## src/rtl/bist_issue_unit.sv

```systemverilog
module bist_issue_unit #(
  parameter int ADDR_W  = 16,
  parameter int MAX_OUT = 4,
  parameter int OUT_W   = $clog2(MAX_OUT + 1)
) (
  input  logic              clk,
  input  logic              rst,
  input  logic              enable,
  input  logic              load,
  input  logic [ADDR_W-1:0] load_idx,
  input  logic [ADDR_W-1:0] base,
  input  logic [ADDR_W-1:0] len,
  input  logic              cmd_ready,
  input  logic              rsp_fire,
  output logic              cmd_valid,
  output logic [ADDR_W-1:0] cmd_addr,
  output logic              issue_fire,
  output logic [OUT_W-1:0]  out_cnt,
  output logic [ADDR_W-1:0] issue_idx
);

  function automatic logic [OUT_W-1:0] out_next(input logic [OUT_W-1:0] cur,
                                                input logic up, input logic dn);
    return cur + OUT_W'(up) - OUT_W'(dn);
  endfunction

  logic in_range;
  logic window_open;

  assign in_range    = issue_idx < len;
  assign window_open = out_cnt < OUT_W'(MAX_OUT);
  assign cmd_valid   = enable && in_range && window_open;
  assign issue_fire  = cmd_valid && cmd_ready;
  assign cmd_addr    = base + issue_idx;

  always_ff @(posedge clk) begin
    if (rst) begin
      issue_idx <= '0;
      out_cnt   <= '0;
    end else begin
      out_cnt <= out_next(out_cnt, issue_fire, rsp_fire);
      if (load)            issue_idx <= load_idx;
      else if (issue_fire) issue_idx <= issue_idx + ADDR_W'(1);
    end
  end

  assert_outstanding_cap_R8: assert property (@(posedge clk) disable iff (rst)
    out_cnt <= OUT_W'(MAX_OUT));

  assert_rsp_has_req_R9: assert property (@(posedge clk) disable iff (rst)
    rsp_fire |-> out_cnt != '0);

endmodule

```

## config.mk

```make
export PLATFORM = sky130hd
export DESIGN_NAME = bist_issue_unit
export DESIGN_NICKNAME = d
export VERILOG_FILES = /design/src/rtl/bist_issue_unit.sv
export SDC_FILE = /design/constraint.sdc
export NUM_CORES = 1
export LEC_CHECK = 0
export CORE_ASPECT_RATIO = 2
export CORE_MARGIN = 10
export CORE_UTILIZATION = 33
export DETAILED_ROUTE_END_ITERATION = 10
export DONT_BUFFER_PORTS = 1
export GPL_ROUTABILITY_DRIVEN = 0
export PLACE_DENSITY = 0.45
export SLEW_MARGIN = 20
export SYNTH_ARGS = -nofsm -noshare
export SYNTH_HDL_FRONTEND = slang
export SYNTH_SLANG_ARGS = --single-unit
```

## constraint.sdc

```tcl
create_clock -name clk -period 7.9 [get_ports clk]
set_clock_uncertainty 0.2 [all_clocks]
set_input_delay 1.58 -clock clk [delete_from_list [all_inputs] [get_ports clk]]
set_output_delay 1.58 -clock clk [all_outputs]
set_load 0.05 [all_outputs]
```

==> results of run 1 <==
[synth_stat cells, drive strengths merged, types with 5 or more instances]
library cell  number  share of area
inv               34          0.058
ha                33           0.19
xnor2             20          0.079
dfxtp             19           0.17
a21oi             16          0.036
nand2             13          0.022
nor2              13          0.022
a211oi            11          0.037
a21o               8          0.027
nand3              8          0.018
o21ai              8          0.018
a2111oi            7          0.036
o31ai              6          0.023
a311oi             5          0.020
clkbuf             5         0.0085
nand4              5          0.014
nor3               5          0.011
or4                5          0.018
[where the power goes]
part / total (W) / internal, W / switching, W
combinational: 0.000204 / 0.0000620 / 0.000142
clock: 0.000107 / 0.0000679 / 0.0000387
sequential: 0.000163 / 0.000107 / 0.0000563
[how the worst max path moves through the flow]
stage	startpoint	end	slack [ns]	cells past startpoint
floorplan	base[5]	cmd_addr[13]	2.15	8
global placement	base[0]	cmd_addr[14]	1.87	9
detailed placement	base[0]	cmd_addr[14]	1.86	9
CTS	base[0]	cmd_addr[14]	1.83	9
global route	base[0]	cmd_addr[14]	1.72	9
finish	base[0]	cmd_addr[14]	1.88	9
[cell type report]
class                      instances  area, um2  share of cell area
sequential                        19        380               0.159
clock buffer                       3       75.1              0.0313
multi-input combinational        211       1670               0.696
tap                               88        110              0.0460
clock inverter                     1       5.00             0.00209
inverter                          34        128              0.0533
timing repair buffer               4       30.0              0.0125
[kinds of logic after synthesis]
logic type	Yosys count	synth area share
XOR/XNOR	23	0.0914
flip-flops	19	0.173
AND/OR/NAND/NOR	73	0.186
multiplexers	1	0.00454
adder cells (fa/ha/maj)	35	0.205
buffers and inverters	41	0.0732
AO/OA/AOI/OAI	79	0.267
[worst max-delay path: cells and delay by family]
kind	cells	cell delay, ns
adder cells (fa/ha/maj)	2	0.56
AO/OA/AOI/OAI	4	1.03
XOR/XNOR	1	0.82
buffers and inverters	1	0.06
AND/OR/NAND/NOR	1	0.18
[flip-flops by register name, summed over array words and instances, names as in the netlist]
register,cells
issue_idx,16
out_cnt,3
[through the flow]
| step | setup slack (ns) | std cells | util |
|---|---|---|---|
| after floorplan | 2.15 | 271 | - |
| after global placement | 1.87 | 356 | 0.353 |
| after CTS | 1.83 | 360 | 0.365 |
| after detailed placement | 1.86 | 356 | 0.353 |
| final | 1.88 | 360 | 0.365 |
| after global routing | 1.72 | 360 | 0.365 |
[layer usage]
metal | vias to the layer above | share of wire
met5 | - | 0
met4 | 0 | 0.0061
met3 | 4 | 0.079
met2 | 69 | 0.57
met1 | 901 | 0.34
li1 | 1006 | -
==> flow_metrics.env, run 1 <==
export IMPL_clkTransAtPathRegs_ns=0.06
export IMPL_finalPower_w=0.000474
export IMPL_fp_dieH_um=136
export IMPL_min_to="issue_idx[2]$_SDFFE_PP0P_"
export IMPL_synthArstFlopShare=0
export IMPL_cp_end_kind="output pin"
export IMPL_cts_made_buffers=3
export IMPL_syn_num_nets=360
export IMPL_cts_resized=0
export IMPL_htree_levels=1
export IMPL_antennaDiodeCount=0
export IMPL_max_freq_mhz=166
export IMPL_irDropWorstVdd_v=0.000136
export IMPL_drt_iter0_drc=90
export IMPL_n_fill_cell=694
export IMPL_placed_area_um2=2320
export IMPL_relSlewSlack=0.225
export IMPL_viasPerCell=5.50
export IMPL_wire_per_inst_um=19.2
export IMPL_grt_pass1_wl_mm=11.0
export IMPL_hp_class="reg2reg"
export IMPL_worstHoldStart="issue_idx[2]$_SDFFE_PP0P_"
export IMPL_synth_edff_count=0
export IMPL_cts_hold_fix_buffers=0
export IMPL_final_layout_size_suffix_gt1_frac=0.0809
export IMPL_ant_nets=0
export IMPL_nets=362
export IMPL_whs_path_depth=3
export IMPL_use_met2=0.256
export IMPL_fin_hold_ws_ns=0.631
export IMPL_start_util=0.336
export IMPL_clock_latency_ns=0.25
export IMPL_final_cell_mix="inv_1 (34), ha_1 (33), xnor2_1 (20)"
export IMPL_cpMostUsedCell="o21ai_0"
export IMPL_crit_path_top_delay_cell="xor2_1"
export IMPL_clockBufferDepth=2
export IMPL_period_minus_slack_ns=6.02
export IMPL_cp_required_ns=6.12
export IMPL_synth_distinct_cells=50
export IMPL_grt_pass1_vias=2033
export IMPL_syn2layout_area_growth_pct=8.68
export IMPL_grt_overflow=0
export IMPL_top_usage_layer="met2"
export IMPL_cts_tree="built"
export IMPL_rows=42
export IMPL_period_share=0.762
export IMPL_drc=0
export IMPL_ys_seq_area_frac=0.173
export IMPL_drt_total_wl_mm=6.92
export IMPL_yosys_most_used_dff="dfxtp_1"
export IMPL_use_met3=0.0419
export IMPL_critPathLaunchType="input pin"
export IMPL_io_pins=91
export IMPL_cts_sinks=19
export IMPL_first_pass_iters=4
export IMPL_synth_warnings=0
export IMPL_grt_use_met1=0.121
export IMPL_crit_fanout=3
export IMPL_tightestPinTransition_ns=1.15
export IMPL_critical_path_max_stage_delay_ns=0.82
export IMPL_design_area_um2=2400
export IMPL_critPathKind="in2out"
export IMPL_coreArea_um2=6570
export IMPL_final_max_slew_viol_count=0
export IMPL_max_cap_violations=0
export IMPL_status="finished, final reports clean"
export IMPL_setup_violations=0
export IMPL_r2r_slack_ns=4.40
export IMPL_rr_startpoint="issue_idx[3]$_SDFFE_PP0P_"
export IMPL_antenna_found_initial=0
export IMPL_synthesis_area_um2=2200
export IMPL_regToRegEndpoint="issue_idx[15]$_SDFFE_PP0P_"
export IMPL_io_buffers=0
export IMPL_die_area_um2=10500
export IMPL_fin_tns_setup_ns=0
export IMPL_syn_avg_cell_area_um2=8.14
export IMPL_power_leakage_nw=1.04
export IMPL_grt_max_degree=24
export IMPL_final_hold_violation_count=0
export IMPL_die_x_um=77.8
export IMPL_via_count=1980
export IMPL_p_per_area_nw_per_um2=198
export IMPL_cp_cell_sequence="ha_1, inv_1, fa_1, nand2b_1, a21oi_1, o21ai_0, o31a_1, o21ai_0, xor2_1"
export IMPL_critPathArrivalTime_ns=4.24
export IMPL_r2r_cells=7
export IMPL_grt_use_total=0.129
export IMPL_postCtsSetupBuffers=0
export IMPL_cts_root_buf="clkbuf_16"
export IMPL_ys_ff_latch=19
export IMPL_synthCells=271
export IMPL_hpwlAfterDp_mm=5.80
export IMPL_layout_commonest_cell="inv_1"
export IMPL_grt_setup_unrepaired="false"
No activity file was read; power rests on OpenSTA's default activity.
==> run 2, diff against run 1 <==
- ABC_AREA: not set -> 1
- clock period: 7.9 -> 5.75 ns (I/O delays scaled with it)
==> run 2 against run 1 <==
Via count up 16%. Count of clock-buffer cells in the layout up 1. Final cell count up 27%. Sequential cell count unchanged. Sequential power up 40%. Critical path depth up 2. Register-to-register slack worse by 2.2 ns. Core utilization up 0.59 points. Die area up 6.2%. Critical path type is now reg2out. Critical endpoint is now cmd_addr[12].
==> flow_metrics.env, run 2 <==
export IMPL_synth_warnings=0
export IMPL_relSlewSlack=0.243
export IMPL_grt_setup_unrepaired="false"
export IMPL_cts_sinks=19
export IMPL_final_cell_mix="nand2_1 (89), inv_1 (47), ha_1 (33)"
export IMPL_hpwlAfterDp_mm=6.15
export IMPL_grt_overflow=0
export IMPL_cp_cell_sequence="ha_1, inv_1, fa_1, o21ai_0, nand3_1, nand2_1, a21o_1, nand3_1, nand2_1, xor2_1, buf_4"
export IMPL_design_area_um2=2590
export IMPL_yosys_area_share_xor_xnor=0.0700
export IMPL_clkTransAtPathRegs_ns=0.06
export IMPL_synthArstFlopShare=0
export IMPL_clock_latency_ns=0.26
export IMPL_critical_path_max_stage_delay_ns=0.77
export IMPL_final_max_slew_viol_count=0
export IMPL_cp_end_kind="output pin"
export IMPL_critPathArrivalTime_ns=3.05
export IMPL_synthMostInstantiatedCell="nand2_1"
export IMPL_synth_distinct_cells=35
export IMPL_fp_dieH_um=140
export IMPL_ys_seq_area_frac=0.160
export IMPL_final_hold_violation_count=0
export IMPL_syn_num_nets=449
export IMPL_stdcell_count=456
export IMPL_synthesis_area_um2=2380
export IMPL_coreArea_um2=6990
export IMPL_synth_top_family_by_area="simple AND/OR/NAND/NOR gates"
export IMPL_nets=456
export IMPL_cp_top_family="flip-flops"
export IMPL_crit_path_top_delay_cell="dfxtp_1"
export IMPL_cts_hold_fix_buffers=0
export IMPL_first_pass_iters=4
export IMPL_synth_area_leaders="ha_1 (17%), dfxtp_1 (16%), nand2_1 (14%), inv_1 (7.4%), nand3_1 (6.1%)"
export IMPL_io_pins=91
export IMPL_period_minus_slack_ns=4.40
export IMPL_clockBufferDepth=2
export IMPL_ant_nets=0
export IMPL_top_regs="issue_idx: 16 flops, out_cnt: 3 flops"
export IMPL_critPathLaunchType="flop"
export IMPL_antennaDiodeCount=0
export IMPL_largest_register="issue_idx"
export IMPL_syn_avg_cell_area_um2=6.60
export IMPL_setup_violations=0
export IMPL_die_x_um=80
export IMPL_yosysTopAreaCellShare=0.174
export IMPL_tightestPinTransition_ns=1.13
export IMPL_viasPerCell=5.04
export IMPL_crit_buf_inv=2
export IMPL_synth_compound_area_frac=0.159
export IMPL_htree_levels=1
export IMPL_placed_area_um2=2510
export IMPL_synthMuxAreaShare=0.00421
export IMPL_cts_root_buf="clkbuf_16"
export IMPL_largest_reg_flops=16
export IMPL_via_count=2297
export IMPL_crit_fanout=7
export IMPL_yosys_area_top_type="ha_1"
export IMPL_fin_hold_ws_ns=0.540
export IMPL_grt_pass1_wl_mm=11.5
export IMPL_start_util=0.340
export IMPL_drt_iter0_drc=48
export IMPL_period_share=0.766
export IMPL_cp_required_ns=4.40
export IMPL_drc=0
export IMPL_antenna_found_initial=0
export IMPL_synth_edff_count=0
export IMPL_hp_class="reg2reg"
export IMPL_grt_pass1_vias=2338
export IMPL_synth_fa_ha_area_frac=0.191
export IMPL_final_layout_size_suffix_gt1_frac=0.120
export IMPL_rows=43
export IMPL_irDropWorstVdd_v=0.000192
export IMPL_grt_max_degree=25
export IMPL_yosys_most_used_dff="dfxtp_1"
export IMPL_cts_made_buffers=3
export IMPL_dpl_cell_count=452
export IMPL_critPathKind="reg2out"
export IMPL_synthCells=360
export IMPL_io_buffers=0
export IMPL_power_leakage_nw=1.36
export IMPL_die_area_um2=11200
export IMPL_postCtsSetupBuffers=0
export IMPL_fin_tns_setup_ns=0
export IMPL_max_cap_violations=0
export IMPL_max_freq_mhz=227
export IMPL_status="finished, final reports clean"
export IMPL_synth_simple_gate_area_frac=0.321
export IMPL_cts_resized=0
export IMPL_drt_total_wl_mm=7.27
export IMPL_syn2layout_area_growth_pct=9.11
export IMPL_wire_per_inst_um=15.9
export IMPL_layout_commonest_cell="nand2_1"
export IMPL_cts_tree="built"
export IMPL_ys_top_cells_by_count="nand2_1 (89), inv_1 (47), ha_1 (33), nand3_1 (29), nor2_1 (24)"
export IMPL_grt_use_total=0.127
export IMPL_p_per_area_nw_per_um2=260
export IMPL_ys_ff_latch=19
==> run 2: cell count changes after synthesis, moves of 13 or more <==
cell,delta
nand3_1,+21
nand2_2,+14
xnor2_1,-17
inv_1,+13
xor2_1,+13
nand2_1,+76
==> run 2: area by class of cell <==
cell class	instances	area [um2]
well taps	90	113
repair buffers	10	75.1
fillers	794	4400
inverters	47	176
clock buffers	4	78.8
flip-flops and latches	19	380
multi-input cells	286	1770
==> run 2: worst paths after layout <==
path                                    from                    endpoint  slack, ns  cells past startpoint
setup / recovery   issue_idx[0]$_SDFFE_PP0P_                cmd_addr[12]       1.35                     11
hold / removal    issue_idx[12]$_SDFFE_PP0P_  issue_idx[12]$_SDFFE_PP0P_       0.54                      3
setup reg to reg   issue_idx[6]$_SDFFE_PP0P_       out_cnt[1]$_SDFF_PP0_       2.23                     14
hold reg to reg   issue_idx[12]$_SDFFE_PP0P_  issue_idx[12]$_SDFFE_PP0P_       0.54                      3
==> run 2: power breakdown <==
group / internal, W / switching, W / total (W)
registers: 0.000148 / 0.0000800 / 0.000228
logic: 0.0000888 / 0.000207 / 0.000296
clock network: 0.0000946 / 0.0000554 / 0.000150
==> run 2: worst reg2reg max path: stages, from the launching register on <==
cell     delay, ns
dfxtp_1       0.84
ha_1          0.37
nand2_1       0.09
nor2_1        0.05
nor3_1        0.13
nand2_1       0.11
nand2_1       0.07
nand2_1       0.07
nand2_2       0.10
nand3_4       0.21
inv_1         0.44
ha_1          0.24
fa_1          0.41
inv_1         0.06
nor2_1        0.03
==> run 2: logic make-up after synthesis <==
group                      Yosys count
and+or+nand+nor                    169
AOI/OAI and AO/OA                   62
buffers and inverters               55
adders and majority gates           35
xor gates and xnor gates            19
DFF                                 19
muxes                                1
==> run 2: through the flow <==
step,setup slack (ns),total power (W),utilization
floorplan,1.16,0.000474,-
global placement,1.36,0.000530,0.359
detailed placement,1.33,0.000532,0.359
CTS,1.30,0.000685,0.371
global route,1.09,0.000719,0.371
finish,1.35,0.000674,0.371
==> run 2: metal layers <==
metal | wire [um] | part of all wire | GRT usage
met1 | 2590 | 0.36 | 0.121
met5 | 0 | 0 | 0
met2 | 4130 | 0.57 | 0.250
met3 | 477 | 0.066 | 0.0321
met4 | 78 | 0.011 | 0.0336
==> run 3, diff against run 2 <==
- clock period: 5.75 -> 4.31 ns (I/O delays scaled with it)
==> run 3 against run 2 <==
Combinational power is 60% higher. Global-route usage grew 0.54 points. Core utilization increased by 2.3 points. Sequential cell count unchanged. Count of clock-buffer cells in the layout fell by 1. Largest power group unchanged. Non-clock buffer count is 21 higher. Power increased by 39%. Largest cell class unchanged. Sequential power grew 13%. Sequential share of layout area down 0.85 points. Final cell count up 4.6%.
==> flow_metrics.env, run 3 (synthesis gave the netlist of run 2 again) <==
export IMPL_start_util=0.340
export IMPL_layout_commonest_cell="nand2_1"
export IMPL_crit_fanout=4
export IMPL_hpwlAfterDp_mm=6.33
export IMPL_clock_latency_ns=0.26
export IMPL_n_fill_cell=793
export IMPL_top_regs="issue_idx: 16 flops, out_cnt: 3 flops"
export IMPL_crit_path_top_delay_cell="fa_1"
export IMPL_wire_per_inst_um=15.8
export IMPL_fin_tns_setup_ns=0
export IMPL_coreArea_um2=6990
export IMPL_tightestPinTransition_ns=0.784
export IMPL_p_per_area_nw_per_um2=340
export IMPL_cts_sinks=19
export IMPL_grt_overflow=0
export IMPL_grt_pass1_wl_mm=12.0
export IMPL_grt_setup_unrepaired="false"
export IMPL_drt_iter0_drc=65
export IMPL_crit_buf_inv=2
export IMPL_hp_class="reg2reg"
export IMPL_die_x_um=80
export IMPL_io_buffers=0
export IMPL_nets=477
export IMPL_clockBufferDepth=2
export IMPL_final_max_slew_viol_count=0
export IMPL_setup_violations=0
export IMPL_drt_total_wl_mm=7.56
export IMPL_largest_register="issue_idx"
export IMPL_dpl_cell_count=473
export IMPL_cp_cell_sequence="ha_1, inv_1, fa_1, o21ai_0, nand3_1, nand2_1, a21o_1, nand3_1, nand2_1, xor2_1, buf_4"
export IMPL_cts_tree="built"
export IMPL_max_cap_violations=0
export IMPL_final_layout_size_suffix_gt1_frac=0.171
export IMPL_rows=43
export IMPL_critPathArrivalTime_ns=2.76
export IMPL_htree_levels=1
export IMPL_antenna_found_initial=0
export IMPL_syn2layout_area_growth_pct=15.8
export IMPL_cts_root_buf="clkbuf_16"
export IMPL_ant_nets=0
export IMPL_io_pins=91
export IMPL_die_area_um2=11200
export IMPL_critPathLaunchType="input pin"
export IMPL_period_minus_slack_ns=3.83
export IMPL_multi_input_area_um2=1770
export IMPL_cts_hold_fix_buffers=0
export IMPL_fp_dieH_um=140
export IMPL_postCtsSetupBuffers=0
export IMPL_period_share=0.888
export IMPL_clkTransAtPathRegs_ns=0.06
export IMPL_cp_top_family="adder cells"
export IMPL_status="finished, final reports clean"
export IMPL_final_cell_mix="nand2_1 (89), inv_1 (47), ha_1 (33)"
export IMPL_cts_resized=0
export IMPL_antennaDiodeCount=0
export IMPL_grt_max_degree=25
export IMPL_max_freq_mhz=261
export IMPL_critPathKind="in2out"
export IMPL_cp_end_kind="output pin"
export IMPL_cp_required_ns=3.25
export IMPL_viasPerCell=5.05
export IMPL_relSlewSlack=0.477
export IMPL_drc=0
export IMPL_power_leakage_nw=1.47
export IMPL_final_hold_violation_count=0
export IMPL_stdcell_count=477
export IMPL_irDropWorstVdd_v=0.000260
export IMPL_regArea_um2=380
export IMPL_largest_reg_flops=16
export IMPL_first_pass_iters=4
export IMPL_grt_use_total=0.132
export IMPL_cts_made_buffers=3
export IMPL_via_count=2411
export IMPL_critical_path_max_stage_delay_ns=0.39
export IMPL_grt_pass1_vias=2477
## run 3: where the power goes
group          switching [W]  internal [W]
clock              0.0000784      0.000125
sequential         0.0000605      0.000197
combinational       0.000330      0.000144
## run 3: area by class of cell
| type | instances | area share |
|---|---|---|
| multi-input cells | 286 | 0.643 |
| flip-flops and latches | 19 | 0.138 |
| repair buffers | 31 | 0.0846 |
| inverters | 47 | 0.0641 |
| well taps | 90 | 0.0409 |
| clock buffers | 3 | 0.0273 |
| clock inverters | 1 | 0.00182 |
## run 3: path summary, 6_finish.rpt
| path | startpoint | end | slack [ns] | cells after the start |
|---|---|---|---|---|
| setup / recovery | base[0] | cmd_addr[12] | 0.48 | 11 |
| hold / removal | issue_idx[5]$_SDFFE_PP0P_ | issue_idx[5]$_SDFFE_PP0P_ | 0.32 | 2 |
| setup reg to reg | issue_idx[9]$_SDFFE_PP0P_ | out_cnt[1]$_SDFF_PP0_ | 1.24 | 13 |
| hold reg to reg | issue_idx[5]$_SDFFE_PP0P_ | issue_idx[5]$_SDFFE_PP0P_ | 0.32 | 2 |
## run 3: worst min-delay path: cells and delay by family (launching register included)
kind	cells	cell delay, ns
compound gates	1	0.05
flops	1	0.33
simple gates	1	0.10
## run 3: per-stage QoR
step	hold slack [ns]	util	total power (W)	setup WS [ns]	area [um2]
finish	0.324	0.393	0.000934	0.483	2750
detailed placement	0.319	0.382	0.000742	0.455	2670
CTS	0.327	0.393	0.000949	0.450	2750
global route	0.366	0.393	0.000995	0.267	2750
floorplan	0.559	-	0.000633	0.297	2380
global placement	0.313	0.382	0.000737	0.494	2670
## run 3: routing by layer
| metal | vias to the layer above | global-route usage | share of wire | wire (um) |
|---|---|---|---|---|
| met5 | - | 0 | 0 | 0 |
| met4 | 0 | 0.0429 | 0.015 | 112 |
| met3 | 7 | 0.0346 | 0.065 | 495 |
| met2 | 58 | 0.253 | 0.56 | 4220 |
| met1 | 1108 | 0.129 | 0.36 | 2730 |
| li1 | 1238 | - | - | - |
